`config.mk`:
```
export PLATFORM = sky130hd
export DESIGN_NAME = rst_seq_ctrl
export DESIGN_NICKNAME = d
export VERILOG_FILES = /design/src/rtl/rsc_pkg.sv /design/src/rtl/rsc_mc_tick.sv /design/src/rtl/rsc_sync.sv /design/src/rtl/rsc_width_qual.sv /design/src/rtl/rsc_wdt_pulse.sv /design/src/rtl/rst_seq_ctrl.sv
export SDC_FILE = /design/constraint.sdc
export NUM_CORES = 1
export LEC_CHECK = 0
export ABC_AREA = 1
export BUFFER_PORTS_ARGS = -buffer_cell sky130_fd_sc_hd__buf_2
export CORE_MARGIN = 2
export CORE_UTILIZATION = 45
export DETAILED_ROUTE_END_ITERATION = 16
export PLACE_DENSITY = 0.64
export RECOVER_POWER = 50
export SLEW_MARGIN = 20
export SYNTH_ARGS = -nofsm -noshare
export SYNTH_HDL_FRONTEND = slang
export SYNTH_SLANG_ARGS = --single-unit
```
`constraint.sdc`:
```
create_clock -name clk -period 2 [get_ports clk]
set_input_delay 0.2 -clock clk [delete_from_list [all_inputs] [get_ports clk]]
set_output_delay 0.2 -clock clk [all_outputs]
set_load 0.02 [all_outputs]
```
`src/rtl/rsc_pkg.sv`:
```
package rsc_pkg;
    typedef enum logic [1:0] {
        ST_POR  = 2'd0,
        ST_IDLE = 2'd1,
        ST_EXT  = 2'd2,
        ST_WDT  = 2'd3
    } rst_state_e;
endpackage

```
`src/rtl/rsc_mc_tick.sv`:
```
// Divide-by-MC_DIV counter: tick_o marks the last clock of each machine cycle.
module rsc_mc_tick #(
    parameter int MC_DIV = 12
) (
    input  logic clk,
    input  logic por_n,
    output logic tick_o
);
    localparam int CW = $clog2(MC_DIV);
    localparam logic [CW-1:0] LAST = CW'(MC_DIV - 1);

    logic [CW-1:0] div_q;

    always_ff @(posedge clk or negedge por_n) begin
        if (!por_n) begin
            div_q <= '0;
        end else if (div_q == LAST) begin
            div_q <= '0;
        end else begin
            div_q <= div_q + 1'b1;
        end
    end

    assign tick_o = (div_q == LAST);


    tick_single_chk: assert property (@(posedge clk) disable iff (!por_n)
        tick_o |=> !tick_o);
endmodule

```
`src/rtl/rsc_sync.sv`:
```
// Two-flop synchronizer for the reset level.
module rsc_sync #(
    parameter int STAGES = 2
) (
    input  logic clk,
    input  logic por_n,
    input  logic d_i,
    output logic q_o
);
    logic [STAGES-1:0] pipe_q;

    generate
        for (genvar g = 0; g < STAGES; g++) begin : g_stage
            if (g == 0) begin : g_first
                always_ff @(posedge clk or negedge por_n) begin
                    if (!por_n) pipe_q[0] <= 1'b0;
                    else        pipe_q[0] <= d_i;
                end
            end else begin : g_next
                always_ff @(posedge clk or negedge por_n) begin
                    if (!por_n) pipe_q[g] <= 1'b0;
                    else        pipe_q[g] <= pipe_q[g-1];
                end
            end
        end
    endgenerate

    assign q_o = pipe_q[STAGES-1];
endmodule

```
`src/rtl/rsc_width_qual.sv`:
```
// Counts consecutive high clocks of the synchronized level and flags
// when the clock-source dependent minimum width is reached.
module rsc_width_qual #(
    parameter int HF_CYC  = 24,
    parameter int PLL_CYC = 96
) (
    input  logic clk,
    input  logic por_n,
    input  logic lvl_i,
    input  logic pll_sel_i,
    output logic qual_o
);
    localparam int MAXC = (HF_CYC > PLL_CYC) ? HF_CYC : PLL_CYC;
    localparam int CW   = $clog2(MAXC + 1);
    localparam logic [CW-1:0] SAT      = CW'(MAXC);
    localparam logic [CW-1:0] HF_LIM   = CW'(HF_CYC - 1);
    localparam logic [CW-1:0] PLL_LIM  = CW'(PLL_CYC - 1);

    logic [CW-1:0] run_q;
    logic [CW-1:0] limit;

    always_ff @(posedge clk or negedge por_n) begin
        if (!por_n) begin
            run_q <= '0;
        end else if (!lvl_i) begin
            run_q <= '0;
        end else if (run_q != SAT) begin
            run_q <= run_q + 1'b1;
        end
    end

    always_comb begin
        limit  = pll_sel_i ? PLL_LIM : HF_LIM;
        qual_o = lvl_i && (run_q >= limit);
    end


    qual_needs_level_chk: assert property (@(posedge clk) disable iff (!por_n)
        !lvl_i |=> (run_q == '0));
endmodule

```
`src/rtl/rsc_wdt_pulse.sv`:
```
// Stretches a watchdog strobe into a fixed-length pulse; a new strobe reloads.
module rsc_wdt_pulse #(
    parameter int PULSE_CYC = 36
) (
    input  logic clk,
    input  logic por_n,
    input  logic ovf_i,
    output logic active_o
);
    localparam int CW = $clog2(PULSE_CYC + 1);
    localparam logic [CW-1:0] LOAD = CW'(PULSE_CYC);

    logic [CW-1:0] left_q;

    always_ff @(posedge clk or negedge por_n) begin
        if (!por_n) begin
            left_q <= '0;
        end else if (ovf_i) begin
            left_q <= LOAD;
        end else if (left_q != '0) begin
            left_q <= left_q - 1'b1;
        end
    end

    assign active_o = (left_q != '0);


    wdt_start_chk: assert property (@(posedge clk) disable iff (!por_n)
        ovf_i |=> active_o);

    wdt_reload_chk: assert property (@(posedge clk) disable iff (!por_n)
        ovf_i |=> (left_q == LOAD));
endmodule

```
`src/rtl/rst_seq_ctrl.sv`:
```
module rst_seq_ctrl #(
    parameter int MC_DIV      = 12,
    parameter int HF_MIN_MC   = 2,
    parameter int PLL_CLK_MHZ = 96,
    parameter int PLL_MIN_US  = 1,
    parameter int WDT_MC      = 3
) (
    input  logic clk,
    input  logic por_n,
    input  logic rst_lvl_i,
    input  logic wdt_ovf_i,
    input  logic pll_sel_i,
    output logic cpu_rst,
    output logic rst_out,
    output logic ale_hi,
    output logic psen_hi
);
    import rsc_pkg::*;

    localparam int HF_CYC    = HF_MIN_MC * MC_DIV;
    localparam int PLL_CYC   = PLL_CLK_MHZ * PLL_MIN_US;
    localparam int PULSE_CYC = WDT_MC * MC_DIV;

    logic       mc_tick;
    logic       lvl_sync;
    logic       ext_qual;
    logic       wdt_act;
    rst_state_e state_q;
    rst_state_e state_d;
    logic       rst_any;

    rsc_mc_tick #(.MC_DIV(MC_DIV)) u_tick (
        .clk(clk), .por_n(por_n), .tick_o(mc_tick)
    );

    rsc_sync #(.STAGES(2)) u_sync (
        .clk(clk), .por_n(por_n), .d_i(rst_lvl_i), .q_o(lvl_sync)
    );

    rsc_width_qual #(.HF_CYC(HF_CYC), .PLL_CYC(PLL_CYC)) u_qual (
        .clk(clk), .por_n(por_n), .lvl_i(lvl_sync),
        .pll_sel_i(pll_sel_i), .qual_o(ext_qual)
    );

    rsc_wdt_pulse #(.PULSE_CYC(PULSE_CYC)) u_wdt (
        .clk(clk), .por_n(por_n), .ovf_i(wdt_ovf_i), .active_o(wdt_act)
    );

    // state register
    always_ff @(posedge clk or negedge por_n) begin
        if (!por_n) state_q <= ST_POR;
        else        state_q <= state_d;
    end

    // next-state logic
    always_comb begin
        state_d = state_q;
        unique case (state_q)
            ST_POR: begin
                if (ext_qual)                        state_d = ST_EXT;   // por_to_ext
                else if (wdt_act)                    state_d = ST_WDT;   // por_to_wdt
                else if (mc_tick && !lvl_sync)       state_d = ST_IDLE;  // por_release
            end
            ST_IDLE: begin
                if (ext_qual)                        state_d = ST_EXT;   // idle_to_ext
                else if (wdt_act)                    state_d = ST_WDT;   // idle_to_wdt
            end
            ST_EXT: begin
                if (mc_tick && !lvl_sync) begin
                    if (wdt_act)                     state_d = ST_WDT;   // ext_to_wdt
                    else                             state_d = ST_IDLE;  // ext_release
                end
            end
            ST_WDT: begin
                if (ext_qual)                        state_d = ST_EXT;   // wdt_to_ext
                else if (!wdt_act)                   state_d = ST_IDLE;  // wdt_release
            end
            default:                                 state_d = ST_POR;
        endcase
    end

    // output decode
    always_comb begin
        rst_any = (state_q != ST_IDLE);
        cpu_rst = rst_any;
        rst_out = rst_any;
        ale_hi  = rst_any;
        psen_hi = rst_any;
    end


    qual_to_rst_chk: assert property (@(posedge clk) disable iff (!por_n)
        ext_qual |=> cpu_rst);


    ext_release_on_tick_chk: assert property (@(posedge clk) disable iff (!por_n)
        ($fell(cpu_rst) && $past(state_q == ST_EXT)) |-> ($past(mc_tick) && !$past(lvl_sync)));


    por_hold_chk: assert property (@(posedge clk) disable iff (!por_n)
        (state_q == ST_POR && !mc_tick) |=> cpu_rst);


    wdt_keeps_rst_chk: assert property (@(posedge clk) disable iff (!por_n)
        wdt_act |=> cpu_rst);
endmodule

```
==> impl_metrics.yaml <==
cells_and_area:
  antenna_cells: 0
  final_nets: 163
  syn_to_final_growth_pct: 8.53
  drive_gt1_frac: 0.100
route:
  drt_iter0_markers: 16
  num_vias: 926
  wl_um: 2020
  wl_per_cell_um: 11.2
  route.detailed.drc: 0
  vias_per_cell: 5.14
  drtAntennaViolNets: 0
  drt-pass1-iter-count: 4
clock_tree:
  cts_tree: "built"
  cts_buffer_depth: 2
  h-tree-depth: 1
  cts-root-buf: "clkbuf_4"
  cts-buffers-inserted: 3
  postCtsHoldBufs: 2
  clk_pin_slew_ns: 0.12
  clock-sinks: 21
  post_cts_buffers: 0
  clk_latency_ns: 0.30
  ctsResizeCount: 0
floorplan:
  io_pins: 9
  start_util: 0.465
  die_area_mm2: 0.00293
  dieHeight_um: 54.1
  num_rows: 18
  coreArea_mm2: 0.00243
  die_w_um: 54.1
synthesis:
  syn_inst: 140
  async_flop_share: 1.00
  yosys_most_used_dff: "dfrtp_1"
  synthesis.nets: 152
  synth_xor_area_frac: 0.0155
  ys_warn_count: 0
  avgSynthCellArea_um2: 8.07
  synth.top_cell.area_share: 0.465
  ys_seq_area_frac: 0.465
  synth_seq_cells: 21
  synth_top_area_cell: "dfrtp_1"
  yosys-top-cells-area: "dfrtp_1 47%, nand2_1 11%, ha_1 7.8%"
  netlist_area_mm2: 0.00113
  synth_top_family_by_area: "simple AND/OR/NAND/NOR gates"
  synth_most_common_cell: "nand2_1"
  yosys.cell_types.count: 21
  synth-simple-area-share: 0.278
  yosys.area_share.adder: 0.0775
  synth_compound_area_frac: 0.0875
  synthMuxAreaShare: 0
  synth_common_cells: "32 x nand2_1, 21 x dfrtp_1, 15 x inv_1, 15 x nor2_1, 11 x o21ai_0"
  synth_edf_count: 0
setup_path:
  crit_path_cell_trace: "ha_1, nand2_1, nor2_1, nand2_1, nand2_1, nand2_2, nand3_1, nand3_1, nand2_1, nand2_1"
  slowest_stage: "dfrtp_1"
  cp_max_fo: 4
  cp.depth: 10
  rrSetupSlack_ns: 0.44
  critPathBufInv: 0
  reg2regPathDepth: 10
  rr_endpoint: "state_q[0]"
  critPathLaunchType: "flop"
  crit_family: "simple AND/OR/NAND/NOR gates"
  crit_required_ns: 2.21
  crit_start: "u_qual.run_q[6]"
  worstSetupPathType: "reg -> reg"
  crit_end: "state_q[0]"
  critPathMaxStageDelay_ns: 0.42
  r2r_start: "u_qual.run_q[6]"
  crit_arrival_ns: 1.76
  crit_path_frequent_cell: "nand2_1"
  end_kind: "flop"
global_route:
  grt_pass1_wl_um: 3510
  antenna_found_initial: 0
  grtUsageTotal: 0.168
  grt_max_degree: 22
  grt_pass1_vias: 855
  grt_overflow: 0
pwr:
  p_int_w: 0.000663
  switching_share: 0.369
  switchingPower_w: 0.000388
  combPwrFrac: 0.320
  sequentialPowerShare: 0.486
  irDropWorstVdd_mv: 0.529
  cellPowerDensity_mw_per_mm2: 857
  p_clk_frac: 0.195
  p_leak_nw: 0.610
sta:
  finalCritPeriodShare: 0.778
  rsz0062_at_grt: "false"
  max_freq_ghz: 0.643
  skew_ns: 0.00725
  relSlewSlack: 0.226
  worst_slew_pin_slew_ns: 1.16
  fin_crit_ns: 1.56
  setup_slack_ns: 0.444
  final_max_slew_viol_count: 0
  fin_tns_setup_ns: 0
  setup_viol: 0
  holdWs_ns: 0.0659
  hold_viol: 0
job:
  max-cap-violations: 0
place:
  dpl_worst_slack_ns: 0.469
  gp_congestion: 0.740
  io_buffers: 8
  hpwl_um: 1530
hold_path:
  min_path_type: "in -> reg"
status:
  status: "completed"
==> metal layers <==
layer | share of wire | up-vias | track usage
met5 | 0 | - | 0
met4 | 0.014 | 0 | 0.0625
met2 | 0.49 | 12 | 0.287
met1 | 0.47 | 436 | 0.210
met3 | 0.029 | 4 | 0.0333
li1 | - | 474 | -
==> registers in the layout, summed over array words and instances, names as in the netlist <==
name,count
u_sync.q_o,1
state_q,2
u_qual.run_q,7
u_sync.pipe_q,1
u_wdt.left_q,6
u_tick.div_q,4
==> power by group through the flow <==
stage | Combinational [W] | Sequential (W) | Clock, W
after detailed placement | 0.000332 | 0.000517 | 0
final | 0.000336 | 0.000510 | 0.000204
after floorplan | 0.000287 | 0.000505 | 0
after global routing | 0.000388 | 0.000516 | 0.000237
after global placement | 0.000318 | 0.000515 | 0
after CTS | 0.000336 | 0.000508 | 0.000212
==> layout make-up <==
class,instances,area (µm²)
fillers,250,1210
flip-flops and latches,21,526
multi-input cells,99,518
inverters,16,60.1
repair buffers,10,58.8
well taps,30,37.5
clock buffers,4,26.3
==> worst reg2reg max path: cells and delay by family (launching register included) <==
| kind | cells | cell delay [ns] |
|---|---|---|
| fa+ha+maj | 1 | 0.30 |
| flops | 1 | 0.42 |
| simple gates | 9 | 0.76 |
==> logic make-up after synthesis <==
| group | after synthesis |
|---|---|
| buffers and inverters | 20 |
| and+or+nand+nor | 71 |
| DFF | 21 |
| adders and majority gates | 7 |
| AOI/OAI and AO/OA | 19 |
| xor gates and xnor gates | 2 |
==> worst min path at each step <==
stage | startpoint | endpoint | depth (start not counted)
2_1_floorplan | por_n | state_q[0] | 0
3_3_place_gp | por_n | u_qual.run_q[1] | 1
3_5_place_dp | por_n | u_qual.run_q[0] | 1
4_1_cts | wdt_ovf_i | u_wdt.left_q[3] | 2
5_1_grt | wdt_ovf_i | u_wdt.left_q[3] | 2
6_report | wdt_ovf_i | u_wdt.left_q[3] | 2
==> cells in the final DEF, fill, tap and decap left out <==
| cell | Yosys | routed |
|---|---|---|
| nand4_1 | 2 | 2 |
| nand3_1 | 10 | 10 |
| or2_2 | 1 | 1 |
| nor2_1 | 15 | 15 |
| inv_1 | 15 | 15 |
| ha_1 | 7 | 7 |
| clkbuf_4 | 0 | 3 |
| dlygate4sd3_1 | 0 | 2 |
| nand2_2 | 2 | 2 |
| buf_2 | 0 | 7 |
| nor3_1 | 6 | 6 |
| a21oi_1 | 6 | 6 |
| nor4_2 | 1 | 1 |
| o21ai_0 | 11 | 11 |
| clkbuf_1 | 1 | 2 |
| xor2_1 | 2 | 2 |
| a31oi_1 | 1 | 1 |
| inv_2 | 1 | 1 |
| nand2_1 | 32 | 32 |
| or2_0 | 1 | 1 |
| o211ai_1 | 1 | 1 |
| dfrtp_1 | 21 | 21 |
| nand3b_1 | 1 | 1 |
==> stage by stage <==
step / area (µm²) / cells / utilization / power (W)
2_1_floorplan: 1130 / 140 / - / 0.000792
3_3_place_gp: 1180 / 174 / 0.486 / 0.000834
3_5_place_dp: 1180 / 174 / 0.486 / 0.000848
4_1_cts: 1230 / 180 / 0.505 / 0.00106
5_1_grt: 1230 / 180 / 0.504 / 0.00114
6_report: 1230 / 180 / 0.504 / 0.00105
Note: power is estimated with default switching activity, not from simulation.
